`config.mk`:
```
export PLATFORM = sky130hd
export DESIGN_NAME = trk_seq_top
export DESIGN_NICKNAME = d
export VERILOG_FILES = /design/src/rtl/trk_seq_pkg.sv /design/src/rtl/trk_chan_table.sv /design/src/rtl/trk_seq_ctrl.sv /design/src/rtl/trk_seq_top.sv
export SDC_FILE = /design/constraint.sdc
export NUM_CORES = 1
export LEC_CHECK = 0
export ABC_AREA = 1
export BUFFER_PORTS_ARGS = -buffer_cell sky130_fd_sc_hd__buf_2
export CAP_MARGIN = 20
export CORE_MARGIN = 2
export CORE_UTILIZATION = 50
export DETAILED_ROUTE_END_ITERATION = 7
export PLACE_DENSITY = 0.77
export SETUP_SLACK_MARGIN = 0.3
export SYNTH_ARGS = -nofsm -noshare
export SYNTH_HDL_FRONTEND = slang
export SYNTH_SLANG_ARGS = --single-unit
```
`constraint.sdc`:
```
create_clock -name clk -period 5.6 [get_ports clk]
set_clock_uncertainty 0.1 [all_clocks]
set_input_delay 1.4 -clock clk [delete_from_list [all_inputs] [get_ports clk]]
set_output_delay 1.4 -clock clk [all_outputs]
set_load 0.01 [all_outputs]
```
`src/rtl/trk_seq_pkg.sv`:
```
package trk_seq_pkg;

    typedef enum logic [1:0] {
        CH_OFF   = 2'd0,
        CH_PULL  = 2'd1,
        CH_TRACK = 2'd2
    } ch_mode_e;

    typedef enum logic [1:0] {
        SQ_IDLE = 2'd0,
        SQ_SCAN = 2'd1,
        SQ_WAIT = 2'd2
    } sq_state_e;

    typedef struct packed {
        logic bit_sync;
        logic frame_sync;
        logic phase_lock;
    } ch_status_t;

    typedef struct packed {
        ch_mode_e next_mode;
        logic     clr_cnt;
        logic     inc_cnt;
        logic     reacq;
        logic     nav;
    } verdict_t;

    // Mode rules applied when a visit completes.
    function automatic verdict_t judge(input ch_mode_e mode,
                                       input logic over_lim,
                                       input ch_status_t st);
        verdict_t v;
        v.next_mode = mode;
        v.clr_cnt   = 1'b0;
        v.inc_cnt   = 1'b0;
        v.reacq     = 1'b0;
        v.nav       = 1'b0;
        case (mode)
            CH_PULL: begin
                if (st.bit_sync) begin
                    v.next_mode = CH_TRACK;
                    v.clr_cnt   = 1'b1;
                end else if (over_lim) begin
                    v.next_mode = CH_OFF;
                    v.clr_cnt   = 1'b1;
                    v.reacq     = 1'b1;
                end else begin
                    v.inc_cnt   = 1'b1;
                end
            end
            CH_TRACK: begin
                v.nav = st.frame_sync;
                if (!st.phase_lock) v.next_mode = CH_PULL;
            end
            default: ;
        endcase
        return v;
    endfunction

endpackage

```
`src/rtl/trk_chan_table.sv`:
```
module trk_chan_table
    import trk_seq_pkg::*;
#(
    parameter int NUM_CH = 24,
    parameter int CH_W   = 5,
    parameter int CNT_W  = 8
) (
    input  logic             clk,
    input  logic             rst,
    input  logic [CH_W-1:0]  rd_ch,
    output ch_mode_e         rd_mode,
    output logic [CNT_W-1:0] rd_cnt,
    input  logic             wr_en,
    input  logic [CH_W-1:0]  wr_ch,
    input  ch_mode_e         wr_mode,
    input  logic [CNT_W-1:0] wr_cnt,
    input  logic             acq_en,
    input  logic [CH_W-1:0]  acq_ch
);

    ch_mode_e         mode_q [NUM_CH];
    logic [CNT_W-1:0] cnt_q  [NUM_CH];

    always_ff @(posedge clk) begin
        for (int i = 0; i < NUM_CH; i++) begin
            if (rst) begin
                mode_q[i] <= CH_OFF;
                cnt_q[i]  <= '0;
            end else if (wr_en && wr_ch == CH_W'(i)) begin
                mode_q[i] <= wr_mode;
                cnt_q[i]  <= wr_cnt;
            end else if (acq_en && acq_ch == CH_W'(i) && mode_q[i] == CH_OFF) begin
                mode_q[i] <= CH_PULL;
                cnt_q[i]  <= '0;
            end
        end
    end

    always_comb begin
        rd_mode = CH_OFF;
        rd_cnt  = '0;
        for (int i = 0; i < NUM_CH; i++) begin
            if (rd_ch == CH_W'(i)) begin
                rd_mode = mode_q[i];
                rd_cnt  = cnt_q[i];
            end
        end
    end

endmodule

```
`src/rtl/trk_seq_ctrl.sv`:
```
module trk_seq_ctrl
    import trk_seq_pkg::*;
#(
    parameter int NUM_CH = 24,
    parameter int CH_W   = 5,
    parameter int CNT_W  = 8
) (
    input  logic             clk,
    input  logic             rst,
    input  logic             tick_i,
    input  logic             done_i,
    input  ch_status_t       status_i,
    input  logic [CNT_W-1:0] limit_i,
    input  ch_mode_e         cur_mode_i,
    input  logic [CNT_W-1:0] cur_cnt_i,
    output logic [CH_W-1:0]  cur_ch_o,
    output logic             cmd_valid_o,
    output logic             cmd_freq_o,
    output logic             wr_en_o,
    output ch_mode_e         wr_mode_o,
    output logic [CNT_W-1:0] wr_cnt_o,
    output logic             reacq_o,
    output logic             nav_o,
    output logic [CH_W-1:0]  evt_ch_o,
    output logic             overrun_o
);

    localparam logic [CH_W-1:0] LAST_CH = CH_W'(NUM_CH - 1);

    sq_state_e        sq_q;
    logic [CH_W-1:0]  cur_q;
    logic [CNT_W:0]   cnt_inc;
    logic             over_lim;
    logic             visit_end;
    logic             last_ch;
    verdict_t         verdict;

    assign cnt_inc   = {1'b0, cur_cnt_i} + {{CNT_W{1'b0}}, 1'b1};
    assign over_lim  = cnt_inc > {1'b0, limit_i};
    assign verdict   = judge(cur_mode_i, over_lim, status_i);
    assign visit_end = (sq_q == SQ_WAIT) && done_i && !tick_i;
    assign last_ch   = (cur_q == LAST_CH);

    assign cur_ch_o    = cur_q;
    assign cmd_valid_o = (sq_q == SQ_WAIT);
    assign cmd_freq_o  = cmd_valid_o && (cur_mode_i == CH_PULL);

    always_comb begin
        wr_en_o   = visit_end;
        wr_mode_o = verdict.next_mode;
        if (verdict.clr_cnt)      wr_cnt_o = '0;
        else if (verdict.inc_cnt) wr_cnt_o = cnt_inc[CNT_W-1:0];
        else                      wr_cnt_o = cur_cnt_i;
    end

    always_ff @(posedge clk) begin
        if (rst) begin
            sq_q      <= SQ_IDLE;
            cur_q     <= '0;
            reacq_o   <= 1'b0;
            nav_o     <= 1'b0;
            evt_ch_o  <= '0;
            overrun_o <= 1'b0;
        end else begin
            reacq_o   <= 1'b0;
            nav_o     <= 1'b0;
            overrun_o <= 1'b0;
            if (tick_i) begin
                overrun_o <= (sq_q != SQ_IDLE);
                sq_q      <= SQ_SCAN;
                cur_q     <= '0;
            end else begin
                case (sq_q)
                    SQ_SCAN: begin
                        if (cur_mode_i != CH_OFF) begin
                            sq_q <= SQ_WAIT;
                        end else if (last_ch) begin
                            sq_q <= SQ_IDLE;
                        end else begin
                            cur_q <= cur_q + CH_W'(1);
                        end
                    end
                    SQ_WAIT: begin
                        if (done_i) begin
                            reacq_o  <= verdict.reacq;
                            nav_o    <= verdict.nav;
                            evt_ch_o <= cur_q;
                            if (last_ch) begin
                                sq_q <= SQ_IDLE;
                            end else begin
                                sq_q  <= SQ_SCAN;
                                cur_q <= cur_q + CH_W'(1);
                            end
                        end
                    end
                    default: ;
                endcase
            end
        end
    end

endmodule

```
`src/rtl/trk_seq_top.sv`:
```
module trk_seq_top
    import trk_seq_pkg::*;
#(
    parameter int NUM_CH = 24,
    parameter int CNT_W  = 8,
    localparam int CH_W  = (NUM_CH > 1) ? $clog2(NUM_CH) : 1
) (
    input  logic             clk,
    input  logic             rst,
    input  logic             tick_i,
    input  logic [CNT_W-1:0] fail_limit_i,
    input  logic             acq_done_i,
    input  logic [CH_W-1:0]  acq_ch_i,
    input  logic             done_i,
    input  logic             bit_sync_i,
    input  logic             frame_sync_i,
    input  logic             phase_lock_i,
    output logic             cmd_valid_o,
    output logic [CH_W-1:0]  cmd_ch_o,
    output logic             cmd_code_o,
    output logic             cmd_freq_o,
    output logic             cmd_phase_o,
    output logic             reacq_o,
    output logic             nav_o,
    output logic [CH_W-1:0]  event_ch_o,
    output logic             overrun_o
);

    ch_status_t       status;
    ch_mode_e         cur_mode;
    logic [CNT_W-1:0] cur_cnt;
    logic [CH_W-1:0]  cur_ch;
    logic             wr_en;
    ch_mode_e         wr_mode;
    logic [CNT_W-1:0] wr_cnt;

    assign status = '{bit_sync: bit_sync_i, frame_sync: frame_sync_i,
                      phase_lock: phase_lock_i};

    trk_chan_table #(.NUM_CH(NUM_CH), .CH_W(CH_W), .CNT_W(CNT_W)) u_table (
        .clk     (clk),
        .rst     (rst),
        .rd_ch   (cur_ch),
        .rd_mode (cur_mode),
        .rd_cnt  (cur_cnt),
        .wr_en   (wr_en),
        .wr_ch   (cur_ch),
        .wr_mode (wr_mode),
        .wr_cnt  (wr_cnt),
        .acq_en  (acq_done_i),
        .acq_ch  (acq_ch_i)
    );

    trk_seq_ctrl #(.NUM_CH(NUM_CH), .CH_W(CH_W), .CNT_W(CNT_W)) u_ctrl (
        .clk         (clk),
        .rst         (rst),
        .tick_i      (tick_i),
        .done_i      (done_i),
        .status_i    (status),
        .limit_i     (fail_limit_i),
        .cur_mode_i  (cur_mode),
        .cur_cnt_i   (cur_cnt),
        .cur_ch_o    (cur_ch),
        .cmd_valid_o (cmd_valid_o),
        .cmd_freq_o  (cmd_freq_o),
        .wr_en_o     (wr_en),
        .wr_mode_o   (wr_mode),
        .wr_cnt_o    (wr_cnt),
        .reacq_o     (reacq_o),
        .nav_o       (nav_o),
        .evt_ch_o    (event_ch_o),
        .overrun_o   (overrun_o)
    );

    assign cmd_ch_o    = cur_ch;
    assign cmd_code_o  = cmd_valid_o;
    assign cmd_phase_o = cmd_valid_o;

endmodule

```
* Word-level counts from Yosys, hierarchy flattened *
Memory sizes are Yosys's and may differ from the RTL's.
Cells that the tools add are included.

word-level totals
  input port bits = 21
  memories kept = 2
  RAM bits = 240
  register bits = 15

operators by class
  equal/unequal tests = 55
  bitwise operators = 101
  add/subtract/negate cells = 2
  magnitude comparators = 1
  reductions and logical operators = 114
  mux-type cells = 334

memory list
  name            depth  width  read ports  clocked after memory_dff  wr ports  RTL line              text
  u_table.cnt_q   24     8      24          0                         24        trk_chan_table.sv:22  logic [CNT_W-1:0] cnt_q [NUM_CH];
  u_table.mode_q  24     2      24          0                         24        trk_chan_table.sv:21  ch_mode_e mode_q [NUM_CH];

operators with widths
  cell                   count
  $mux W8                74
  $mux W1                174
  $mux W2                77
  $or A1 B1 Y1           96
  $eq A5 B4 Y1 const B   16
  $eq A5 B5 Y1 const B   16
  $logic_and A1 B1 Y1    75
  $logic_not A2 Y1       24
  $eq A5 B3 Y1 const B   8
  $eq A5 B2 Y1 const B   4
  $mux W5                3
  $reduce_and A3 Y1      4
  $eq A5 B1 Y1 const B   2
  $logic_not A5 Y1       2
  $pmux W5 S2            1
  $add A8 B1 Y9 const B  1
  $gt A9 B8 Y1           1
  $mux W3                3
  $pmux W2 S2            2
  $reduce_bool A2 Y1     3
  $reduce_or A6 Y1       1
  $add A5 B1 Y5 const B  1
  $not A1 Y1             5
  $reduce_or A5 Y1       1
  9 further kinds        13

* Depth between registers and ports, before layout *
Gate-level depths: netlist of the first run.

  depth after elaboration = 34
  mapped depth = 49
  gate-level depth less buffers = 48

* Cells and area by module *
Synthesis of the first run repeated with hierarchy kept, for this count alone.

second synthesis, totals
  cell total of the unflattened synthesis = 1,439
  area total of the unflattened synthesis = 12,766.0 µm²

modules (own cells, without submodules)
  module          instances  area an instance (µm²)  cells each  sequential area each (µm²)
  trk_chan_table  1          11,544.8                1,258       7,206.9
  trk_seq_ctrl    1          1,206.2                 179         300.3
  trk_seq_top     1          15.0                    2           0.0

* Worst setup path before layout of the first run *
OpenSTA, ideal clock, no wires.

  path type = register -> register
  start = register u_ctrl.cur_q[0] (netlist: u_ctrl.cur_ch_o[0])
  end = memory u_table.cnt_q[4][7] (netlist: u_table.cnt_q[0][39]) (data pin)
  data arrival time = 4.525 ns
  period minus slack after synthesis = 4.889 ns
  stages on the path, launching flop included = 46
  path buffers = 2
  setup slack = 0.711 ns
  cells stage by stage = dfxtp_1 > inv_1 > ha_1 > inv_1 > nor2_1 > nand2_1 > buf_2 > or2_2 > nand3_1 > nand3b_1 > nand2_1 > nand2_1 > nand2_1 > nand2_1 > nand2_1 > nand2_1 > nand2_1 > nand3_1 > [... 10 more ...] > nand2_1 > a21oi_2 > ha_1 > inv_1 > xor2_1 > inv_1 > ha_1 > nand2_1 > o21ai_0 > a221oi_1 > o21ai_0 > a21oi_1 > or2_2 > nand3_4 > nor2_2 > nor2_4 > buf_6 > nor2_2

RTL lines
  element                   RTL line              text
  start: declaration        trk_seq_ctrl.sv:31    logic [CH_W-1:0] cur_q;
  start signal: assignment  trk_seq_ctrl.sv:80    cur_q <= cur_q + CH_W'(1);
  start signal: assignment  trk_seq_ctrl.sv:92    cur_q <= cur_q + CH_W'(1);
  end: declaration          trk_chan_table.sv:22

==> metrics, run 1 <==
class of the worst hold path flip-flop to flip-flop; Data required, critical path 5.89 ns; maximum ir drop on the vdd rail 0.2187 mV; mean instance size in the synthesized netlist roughly 8.4 um^2; endpoints failing setup ~240; slew at the pin with the worst max-slew slack ~1.1 ns; number of sinks on the clock net 255; violated checks setup timing; synth warn 0; count of final hold-check violations 0; status finished, violations left; pwr/cell area 350.3 nW/um^2; number of buffers inserted for hold repair after clock tree synthesis 0; die width 171.3 um; count of pins on the block boundary 38; Post-synth ARST share 0%; initial standard-cell utilization of the core a little over 50%; fmax about 0.17 GHz; library cell contributing the largest single delay on the critical path sky130_fd_sc_hd__dfxtp_4; Worst Path Arrival 6.15 ns; Std-Cell Rows 61; P_int around 4.0 mW; share of total power in the clock network 29.1%; CTS tree done; wire length of the first global-routing pass between 60000 and 70000 um; global router's overall resource usage 28.30%; clock transition at the registers of the reported paths approximately 0.06 ns; GP Congestion roughly 0.9; vias in the first global route 11930; maximum level of the CTS H-tree 1; fraction of layout cells with a size suffix above 1 25.90%; share of the yosys chip area belonging to registers between 50% and 60%; instance area at placement between 10000 and 15000 um^2; endpoint type of the worst setup path flip-flop; length of the first detailed-routing pass in iterations 6; worst skew pair latency 0.54 ns; most common library cell in the layout ignoring fill and taps sky130_fd_sc_hd__nand2_1; share of total power consumed by net switching about 35%; Area growth syn-to-layout 24.84%; average detailed-routed wire length per instance between 20 and 25 um; crit share post-route 104.7%; leading cell types in the layout, fill and taps excluded sky130_fd_sc_hd__nand2_1, sky130_fd_sc_hd__edfxtp_1, sky130_fd_sc_hd__inv_1; Finished Cell Area 17470 um^2; average vias per placed instance 5.815; height of the die 171.3 um; number of CTS-inserted buffers 26; # diodes 0; Core ar. 27710 um^2; Crit path max-delay family simple AND/OR/NAND/NOR gates; Final Max Tran Viols 0; combinational share of power a little over a third; number of instances in the synthesized netlist 1669; port bufs 37; Worst Setup Path Type flip-flop to flip-flop; most used flip-flop cell after synthesis sky130_fd_sc_hd__edfxtp_1; post-synth net total approximately 1700; total standard cell area after synthesis 13990 um^2; reported leakage power 7.060 nW; Largest stage delay, worst path ~0.38 ns; sequential cell area 7517 um^2; startpoint kind of the worst setup timing path flip-flop; switching power of the nets roughly 2.1 mW; post-layout minimum cycle time between 5 and 6 ns; total gr overflow 0; DR iter-0 viols 2001; Crit Path Max Fanout 8; Setup Slack @ Placement -0.2387 ns; multi-input gate area in the final layout a little over 6000 um^2; Detail Route Antenna Nets 0; Detailed Route WL between 40000 and 50000 um; residual DRC count 0; fill cell count a little over 2000; full die area around 30000 um^2; number of nets in the final layout between 1500 and 2000; sequential cell fraction of total power between 30 and 40%; initial antenna violation count 0; maximum number of pins on one net before global-route repair 45; Crit path buffers/inverters 8; Max transition margin 27.21%; number of distinct library cells after synthesis 44; setup slack of the critical path after layout -0.2609 ns; Most common cell on crit path sky130_fd_sc_hd__nand2_1; half-perimeter wire length after placement between 20000 and 30000 um; via count of the routed design between 10000 and 15000; unrepaired setup endpoints after global routing true; number of max-cap violations 0; cell chosen for the clock root sky130_fd_sc_hd__clkbuf_16; count of flip-flops with a built-in enable after synthesis 240; synthesis-stage register bit count roughly 260; maximum number of buffers from clock root to sink 3
## sequential cells by signal, summed over array words and instances (netlist names)
signal	count
u_table.mode_q	48
u_ctrl.evt_ch_o	5
u_ctrl.overrun_o	1
u_ctrl.nav_o	1
u_ctrl.reacq_o	1
u_table.cnt_q	192
u_ctrl.sq_q	2
u_ctrl.cur_ch_o	5
## worst reg2reg max path: cells and delay by family (launching register included)
kind / cells / cell delay, ns
fa+ha+maj: 3 / 0.61
buf+inv: 8 / 0.88
xor+xnor: 1 / 0.18
simple gates: 35 / 3.02
flops: 1 / 0.38
compound gates: 3 / 0.55
## layer usage
| metal | global-route usage (%) | wire length (um) | vias to the layer above |
|---|---|---|---|
| met5 | 0 | 0 | - |
| met4 | 12.64 | 2777 | 0 |
| met3 | 3.728 | 4944 | 219 |
| met2 | 48.04 | 21380 | 906 |
| met1 | 36.33 | 15720 | 5907 |
| li1 | - | - | 5696 |
## stage by stage
stage | TNS, ns | total power [mW] | utilization, % | hold WS, ns | instances
detailed placement | -45.85 | 3.567 | 54.12 | 0.3847 | 2086
CTS | 0 | 5.655 | 60.06 | 0.3934 | 2168
global route | -96.97 | 6.266 | 63.05 | 0.4126 | 2189
floorplan | 0 | 2.983 | - | 0.3734 | 1669
global placement | -35.93 | 3.548 | 54.12 | 0.3816 | 2086
finish | -47.10 | 6.119 | 63.05 | 0.3965 | 2189
## area by class of cell
type / count / area share, %
Sequential cell: 255 / 43.03
Multi-Input combinational cell: 1115 / 35.01
Timing Repair Buffer: 159 / 9.075
Inverter: 236 / 5.264
Clock buffer: 38 / 4.219
Tap cell: 378 / 2.707
Clock inverter: 8 / 0.6947
## power groups by stage
stage          registers, mW  clock network, mW  logic (mW)
3_5_place_dp            2.21                  0        1.35
3_3_place_gp            2.21                  0        1.34
2_1_floorplan           2.21                  0       0.778
5_1_grt                 2.18               1.86        2.22
6_report                2.18               1.78        2.16
4_1_cts                 2.17               1.78        1.70
## synth_stat cells (7+ instances only)
library cell | number | area [um^2]
sky130_fd_sc_hd__o21ai_1 | 24 | 120.1
sky130_fd_sc_hd__a21oi_1 | 134 | 670.6
sky130_fd_sc_hd__ha_1 | 20 | 250.2
sky130_fd_sc_hd__clkbuf_1 | 29 | 108.9
sky130_fd_sc_hd__buf_4 | 17 | 127.6
sky130_fd_sc_hd__buf_6 | 7 | 78.83
sky130_fd_sc_hd__nor3_1 | 19 | 95.09
sky130_fd_sc_hd__nand2_1 | 490 | 1839
sky130_fd_sc_hd__nor2_4 | 8 | 90.09
sky130_fd_sc_hd__nand4_1 | 8 | 50.05
sky130_fd_sc_hd__dfxtp_1 | 15 | 300.3
sky130_fd_sc_hd__nor2_1 | 152 | 570.6
sky130_fd_sc_hd__o21ai_0 | 77 | 385.4
sky130_fd_sc_hd__nand2_2 | 8 | 50.05
sky130_fd_sc_hd__edfxtp_1 | 240 | 7207
sky130_fd_sc_hd__nand3_1 | 75 | 375.4
sky130_fd_sc_hd__nor2_2 | 29 | 181.4
sky130_fd_sc_hd__inv_2 | 16 | 60.06
sky130_fd_sc_hd__buf_2 | 10 | 50.05
sky130_fd_sc_hd__nor4_1 | 12 | 75.07
sky130_fd_sc_hd__inv_1 | 212 | 795.8
sky130_fd_sc_hd__or2_2 | 21 | 131.4
## kinds of logic after synthesis
family	share of synthesized area [%]
adders and majority gates	1.788
and+or+nand+nor	26.21
AOI/OAI and AO/OA	9.237
buffers and inverters	8.995
DFF	53.65
xor gates and xnor gates	0.1252
## path summary, 6_finish.rpt
path	from	endpoint	slack [ns]	cells after the start
setup reg to reg	u_ctrl.cur_ch_o[0]	u_table.cnt_q[0][47]	-0.26	50
hold reg to reg	u_ctrl.evt_ch_o[4]	u_ctrl.evt_ch_o[4]	0.40	2
setup / recovery	u_ctrl.cur_ch_o[0]	u_table.cnt_q[0][47]	-0.26	50
hold / removal	u_ctrl.evt_ch_o[4]	u_ctrl.evt_ch_o[4]	0.40	2
## repair_timing
action,in CTS,in global routing
setup buffers,32,14
setup endpoints to repair,242,243
cloned,4,7
gates resized for setup,122,158
pin swaps,33,62
No activity file was read; power rests on OpenSTA's default activity.
==> run 2, diff against run 1 <==
--- a/config.mk
+++ b/config.mk
@@ -11,7 +11,7 @@
 export CORE_MARGIN = 2
 export CORE_UTILIZATION = 50
 export DETAILED_ROUTE_END_ITERATION = 7
-export PLACE_DENSITY = 0.77
+export PLACE_DENSITY = 0.69
 export SETUP_SLACK_MARGIN = 0.3
 export SYNTH_ARGS = -nofsm -noshare
 export SYNTH_HDL_FRONTEND = slang
==> constraint.sdc (replaced) <==
create_clock -name clk -period 4.9 [get_ports clk]
set_clock_uncertainty 0.1 [all_clocks]
set_input_delay 1.225 -clock clk [delete_from_list [all_inputs] [get_ports clk]]
set_output_delay 1.225 -clock clk [all_outputs]
set_load 0.01 [all_outputs]
==> run 2 against run 1 <==
The run still ends with setup timing left; combinational power grew 31%; global-route usage rose by 1.5 points; critical endpoint is now u_table.cnt_q[1][29]; critical path type unchanged; sequential power increased by 14%; largest power group is now combinational cells; setup slack lost 0.53 ns; via count increased by 0.86%.
==> metrics, run 2 (synthesis results as in run 1) <==
status finished, violations left; violated checks setup timing; Crit Path Max Fanout 7 (-1); number of nets in the final layout 1928 (+5.1%); Max transition margin 35.09% (+7.9 points); post-layout minimum cycle time 5.694 ns (-0.1669 ns); wire length of the first global-routing pass 66010 um (+3.2%); maximum ir drop on the vdd rail 0.3375 mV (+54%); most common library cell in the layout ignoring fill and taps sky130_fd_sc_hd__nand2_1; initial standard-cell utilization of the core 50.51% (unchanged); Detailed Route WL 47090 um (+5.1%); global router's overall resource usage 29.79% (+1.5 points); fraction of layout cells with a size suffix above 1 32.81% (+6.9 points); residual DRC count 0 (unchanged); count of cells along the worst hold path 2 (unchanged); pwr/cell area 402.8 nW/um^2 (+15%); instance area at placement 15980 um^2 (+6.6%); Largest stage delay, worst path 0.37 ns (about the same); via count of the routed design 12837 (+0.86%); maximum number of pins on one net before global-route repair 37 (-18%); number of flip-flops in the largest register 192 (unchanged); clock transition at the registers of the reported paths 0.06 ns (about the same); class of the worst hold path flip-flop to flip-flop; maximum number of buffers from clock root to sink 3 (unchanged); accumulated negative setup slack -168.42 ns (-121.31 ns); largest registers ranked by flip-flop count u_table.cnt_q x192, u_table.mode_q x48; startpoint kind of the worst setup timing path flip-flop; length of the first detailed-routing pass in iterations 6 (unchanged); count of final hold-check violations 0 (unchanged); Reg with most FFs u_table.cnt_q; setup slack of the critical path after layout -0.7940 ns (-0.5331 ns); library cell contributing the largest single delay on the critical path sky130_fd_sc_hd__dfxtp_4; number of sinks on the clock net 255 (unchanged); DR iter-0 viols 1599 (-20%); Final Max Tran Viols 0 (unchanged); total gr overflow 0 (unchanged); Worst Path Arrival 5.88 ns (-0.27 ns); vias in the first global route 11762 (-1.4%); Area growth syn-to-layout 32.93%; crit share post-route 116.2% (+12 points); worst skew pair latency 0.56 ns (+0.02 ns); Data required, critical path 5.08 ns (-0.81 ns); unrepaired setup endpoints after global routing true; GP Congestion 0.8602 (-6.6%); # diodes 0 (unchanged); port bufs 37 (unchanged); Core ar. 27710 um^2 (unchanged); Post-Place Cells 2177 (+4.4%); initial antenna violation count 0 (unchanged); fmax 0.1756 GHz (+2.9%); full die area 29340 um^2 (unchanged); cell chosen for the clock root sky130_fd_sc_hd__clkbuf_16; Detail Route Antenna Nets 0 (unchanged); average vias per placed instance 5.615 (-3.4%); Worst Setup Path Type flip-flop to flip-flop; half-perimeter wire length after placement 28980 um (+7.6%); Finished Cell Area 18600 um^2 (+6.5%); reported leakage power 7.624 nW (+8.0%); Std-Cell Rows 61 (unchanged); CTS tree done; Register-to-Register Path Depth 47 (-6.0%); number of CTS-inserted buffers 28 (+7.7%); count of non-filler cells in the finished layout 2286 (+4.4%); die width 171.3 um (unchanged); Setup Slack @ Placement -0.6544 ns (-0.4158 ns); count of pins on the block boundary 38 (unchanged); maximum level of the CTS H-tree 1 (unchanged); number of max-cap violations 0 (unchanged); fill cell count 2022 (-1.7%); slew at the pin with the worst max-slew slack 0.9694 ns (-0.1177 ns); leading cell types in the layout, fill and taps excluded sky130_fd_sc_hd__nand2_1, sky130_fd_sc_hd__edfxtp_1, sky130_fd_sc_hd__inv_1; endpoints failing setup 242 (+0.41%); endpoint type of the worst setup path flip-flop; height of the die 171.3 um (unchanged); average detailed-routed wire length per instance 20.60 um (+0.60%)
run 2: power breakdown:
part	switching [mW]	internal [mW]	total, mW
clock network	0.890	1.28	2.17
logic	1.68	1.15	2.84
registers	0.0308	2.45	2.49
run 2: layout make-up:
cell class	instances	area, um^2	area share, %
Timing Repair Buffer	251	2484	13.35
Multi-Input combinational cell	1115	6274	33.73
Tap cell	378	473.0	2.543
Sequential cell	255	7517	40.41
Clock inverter	14	156.4	0.8408
Clock buffer	37	784.5	4.217
Inverter	236	913.4	4.910
run 2: critical path: cells and delay by family, from the launching register on:
kind	cells	cell delay (ns)
XOR/XNOR	1	0.18
AND/OR/NAND/NOR	30	2.72
buffers and inverters	8	0.84
AO/OA/AOI/OAI	5	0.55
flip-flops	1	0.37
adder cells (fa/ha/maj)	3	0.63
run 2: metrics by stage:
step,total power [mW],hold slack [ns],utilization [%]
3_3_place_gp,4.310,0.3484,57.69
4_1_cts,6.910,0.3751,63.85
2_1_floorplan,3.479,0.3734,-
3_5_place_dp,4.332,0.3663,57.69
6_report,7.493,0.3875,67.14
5_1_grt,7.669,0.4226,67.14
run 2: path summary, 6_finish.rpt:
check / from / end / slack (ns)
worst min-delay path: u_ctrl.evt_ch_o[4] / u_ctrl.evt_ch_o[4] / 0.39
worst max register to register: u_ctrl.cur_ch_o[0] / u_table.cnt_q[1][29] / -0.79
worst min register to register: u_ctrl.evt_ch_o[4] / u_ctrl.evt_ch_o[4] / 0.39
worst max-delay path: u_ctrl.cur_ch_o[0] / u_table.cnt_q[1][29] / -0.79
run 2: routing by layer:
| layer | vias up | GRT usage (%) | wire (um) | share of wire (%) |
|---|---|---|---|---|
| li1 | 5886 | - | - | - |
| met3 | 167 | 4.740 | 4564 | 9.7 |
| met1 | 6045 | 40.70 | 17930 | 38 |
| met2 | 739 | 48.11 | 21790 | 46 |
| met4 | 0 | 11.20 | 2811 | 6.0 |
| met5 | - | 0 | 0 | 0 |
run 2: what timing repair did:
item | CTS | global route
resized for setup | 91 | 170
pin swaps | 39 | 59
cloned | 5 | 9
setup buffers | 34 | 10
setup endpoints to repair | 245 | 248
hold buffers | 0 | 0
==> run 3, diff against run 2 <==
--- a/config.mk
+++ b/config.mk
@@ -6,7 +6,7 @@
 export NUM_CORES = 1
 export LEC_CHECK = 0
 export ABC_AREA = 1
-export BUFFER_PORTS_ARGS = -buffer_cell sky130_fd_sc_hd__buf_2
+export BUFFER_PORTS_ARGS = -buffer_cell sky130_fd_sc_hd__buf_4
 export CAP_MARGIN = 20
 export CORE_MARGIN = 2
 export CORE_UTILIZATION = 50
==> run 3 against run 2 <==
The run still ends with setup timing left; sequential share of layout area fell by 1.5 points; via count rose by 3.8%; sequential power barely moved; clock-buffer cell count rose by 4; register-to-register slack got worse by 0.07 ns; clock power fell by 8%; critical path type unchanged; maximum frequency fell by 1.2%; final area rose by 3.8%.
==> metrics, run 3 (synthesis results as in run 1) <==
global router's overall resource usage 31.53% (+1.7 points); accumulated negative setup slack -185.40 ns (-16.98 ns); Data required, critical path 5.18 ns (+0.10 ns); height of the die 171.3 um (unchanged); largest registers ranked by flip-flop count u_table.cnt_q x192, u_table.mode_q x48; count of pins on the block boundary 38 (unchanged); full die area 29340 um^2 (unchanged); cell chosen for the clock root sky130_fd_sc_hd__clkbuf_16; fraction of layout cells with a size suffix above 1 35.80% (+3.0 points); Reg with most FFs u_table.cnt_q; number of nets in the final layout 1956 (+1.5%); Crit Path Max Fanout 6 (-1); Most common cell on crit path sky130_fd_sc_hd__nand2_1; Worst Setup Path Type flip-flop to flip-flop; endpoint type of the worst setup path flip-flop; DR iter-0 viols 1607 (+0.50%); Final Max Tran Viols 0 (unchanged); residual DRC count 0 (unchanged); crit share post-route 117.6% (+1.4 points); die width 171.3 um (unchanged); Detailed Route WL 49770 um (+5.7%); class of the worst hold path flip-flop to flip-flop; fmax 0.1735 GHz (-1.2%); total gr overflow 0 (unchanged); number of CTS-inserted buffers 28 (unchanged); maximum number of buffers from clock root to sink 3 (unchanged); average detailed-routed wire length per instance 21.51 um (+4.4%); reported leakage power 7.761 nW (+1.8%); GP Congestion 0.9039 (+5.1%); average vias per placed instance 5.758 (+2.5%); wire length of the first global-routing pass 69810 um (+5.8%); via count of the routed design 13325 (+3.8%); setup slack of the critical path after layout -0.8632 ns (-0.06916 ns); number of flip-flops in the largest register 192 (unchanged); status finished, violations left; maximum ir drop on the vdd rail 0.2860 mV (-15%); endpoints failing setup 249 (+2.9%); startpoint kind of the worst setup timing path flip-flop; utilization after layout 69.69% (+2.6 points); Std-Cell Rows 61 (unchanged); number of max-cap violations 0 (unchanged); Area growth syn-to-layout 37.98%; worst skew pair latency 0.56 ns (about the same); port bufs 37 (unchanged); CTS tree done; # diodes 0 (unchanged); maximum number of pins on one net before global-route repair 35 (-5.4%); Detail Route Antenna Nets 0 (unchanged); Core ar. 27710 um^2 (unchanged); vias in the first global route 12478 (+6.1%); maximum level of the CTS H-tree 1 (unchanged); most common library cell in the layout ignoring fill and taps sky130_fd_sc_hd__nand2_1; Largest stage delay, worst path 0.39 ns (+0.02 ns); slew at the pin with the worst max-slew slack 1.014 ns (+0.04422 ns); Max transition margin 32.13% (-3.0 points); Setup Slack @ Placement -0.5364 ns (+0.1180 ns); length of the first detailed-routing pass in iterations 6 (unchanged); half-perimeter wire length after placement 29380 um (+1.4%); initial standard-cell utilization of the core 50.51% (unchanged); initial antenna violation count 0 (unchanged); count of final hold-check violations 0 (unchanged); Worst Path Arrival 6.05 ns (+0.17 ns); clock transition at the registers of the reported paths 0.06 ns (about the same); post-layout minimum cycle time 5.763 ns (+0.06916 ns); library cell contributing the largest single delay on the critical path sky130_fd_sc_hd__dfxtp_4; number of sinks on the clock net 255 (unchanged); violated checks setup timing; unrepaired setup endpoints after global routing true; leading cell types in the layout, fill and taps excluded sky130_fd_sc_hd__nand2_1, sky130_fd_sc_hd__edfxtp_1, sky130_fd_sc_hd__inv_1, sky130_fd_sc_hd__buf_4, sky130_fd_sc_hd__nor2_1; pwr/cell area 391.4 nW/um^2 (-2.8%)
run 3: changes by cell type in the layout (fill, tap and decap cells not counted), sizes merged:
cell      previous run  this run
bufinv               3         1
buf                244       274
clkinvlp             2         0
clkbuf              44        46
run 3: what timing repair did:
| item | CTS | global route |
|---|---|---|
| setup buffers | 53 | 14 |
| cloned | 9 | 6 |
| setup endpoints to repair | 243 | 249 |
| hold buffers | 0 | 0 |
| pin swaps | 50 | 80 |
| resized for setup | 171 | 207 |
run 3: layout make-up:
cell class / count / area, um^2
sequential: 255 / 7517
tap: 378 / 473.0
clock buffer: 41 / 769.5
timing repair buffer: 279 / 2882
inverter: 236 / 920.9
fill: 1933 / 8397
multi-input combinational: 1115 / 6668
clock inverter: 10 / 78.83
run 3: layer usage:
layer,track usage [%],up-vias,wire length (um)
li1,-,5952,-
met3,6.489,216,5926
met5,0,-,0
met2,51.30,840,22760
met1,40.88,6317,17880
met4,13.96,0,3195
run 3: worst max-delay path, delay by kind of cell (launching register included):
| family | cells | cell delay (ns) |
|---|---|---|
| buffers and inverters | 10 | 1.16 |
| AND/OR/NAND/NOR | 35 | 3.10 |
| adder cells (fa/ha/maj) | 2 | 0.44 |
| AO/OA/AOI/OAI | 2 | 0.38 |
| flip-flops | 1 | 0.39 |
run 3: power by group:
group	total [mW]	internal (mW)	switching [mW]
clock network	2.00	1.13	0.868
registers	2.49	2.46	0.0310
logic	3.07	1.25	1.82
run 3: path summary, 6_finish.rpt:
check,cells after the start,endpoint,slack [ns],startpoint
hold reg to reg,2,u_ctrl.evt_ch_o[4],0.37,u_ctrl.evt_ch_o[4]
setup / recovery,49,u_table.mode_q[8][2],-0.86,u_ctrl.cur_ch_o[1]
hold / removal,2,u_ctrl.evt_ch_o[4],0.37,u_ctrl.evt_ch_o[4]
setup reg to reg,49,u_table.mode_q[8][2],-0.86,u_ctrl.cur_ch_o[1]
run 3: through the flow:
step / instances / hold WS (ns) / power, mW / instance area [um^2]
2_1_floorplan: 1669 / 0.3734 / 3.479 / 14240
3_3_place_gp: 2181 / 0.3612 / 4.305 / 16040
3_5_place_dp: 2181 / 0.3630 / 4.324 / 16040
4_1_cts: 2294 / 0.3763 / 6.978 / 18270
5_1_grt: 2314 / 0.4118 / 7.735 / 19310
6_report: 2314 / 0.3723 / 7.557 / 19310
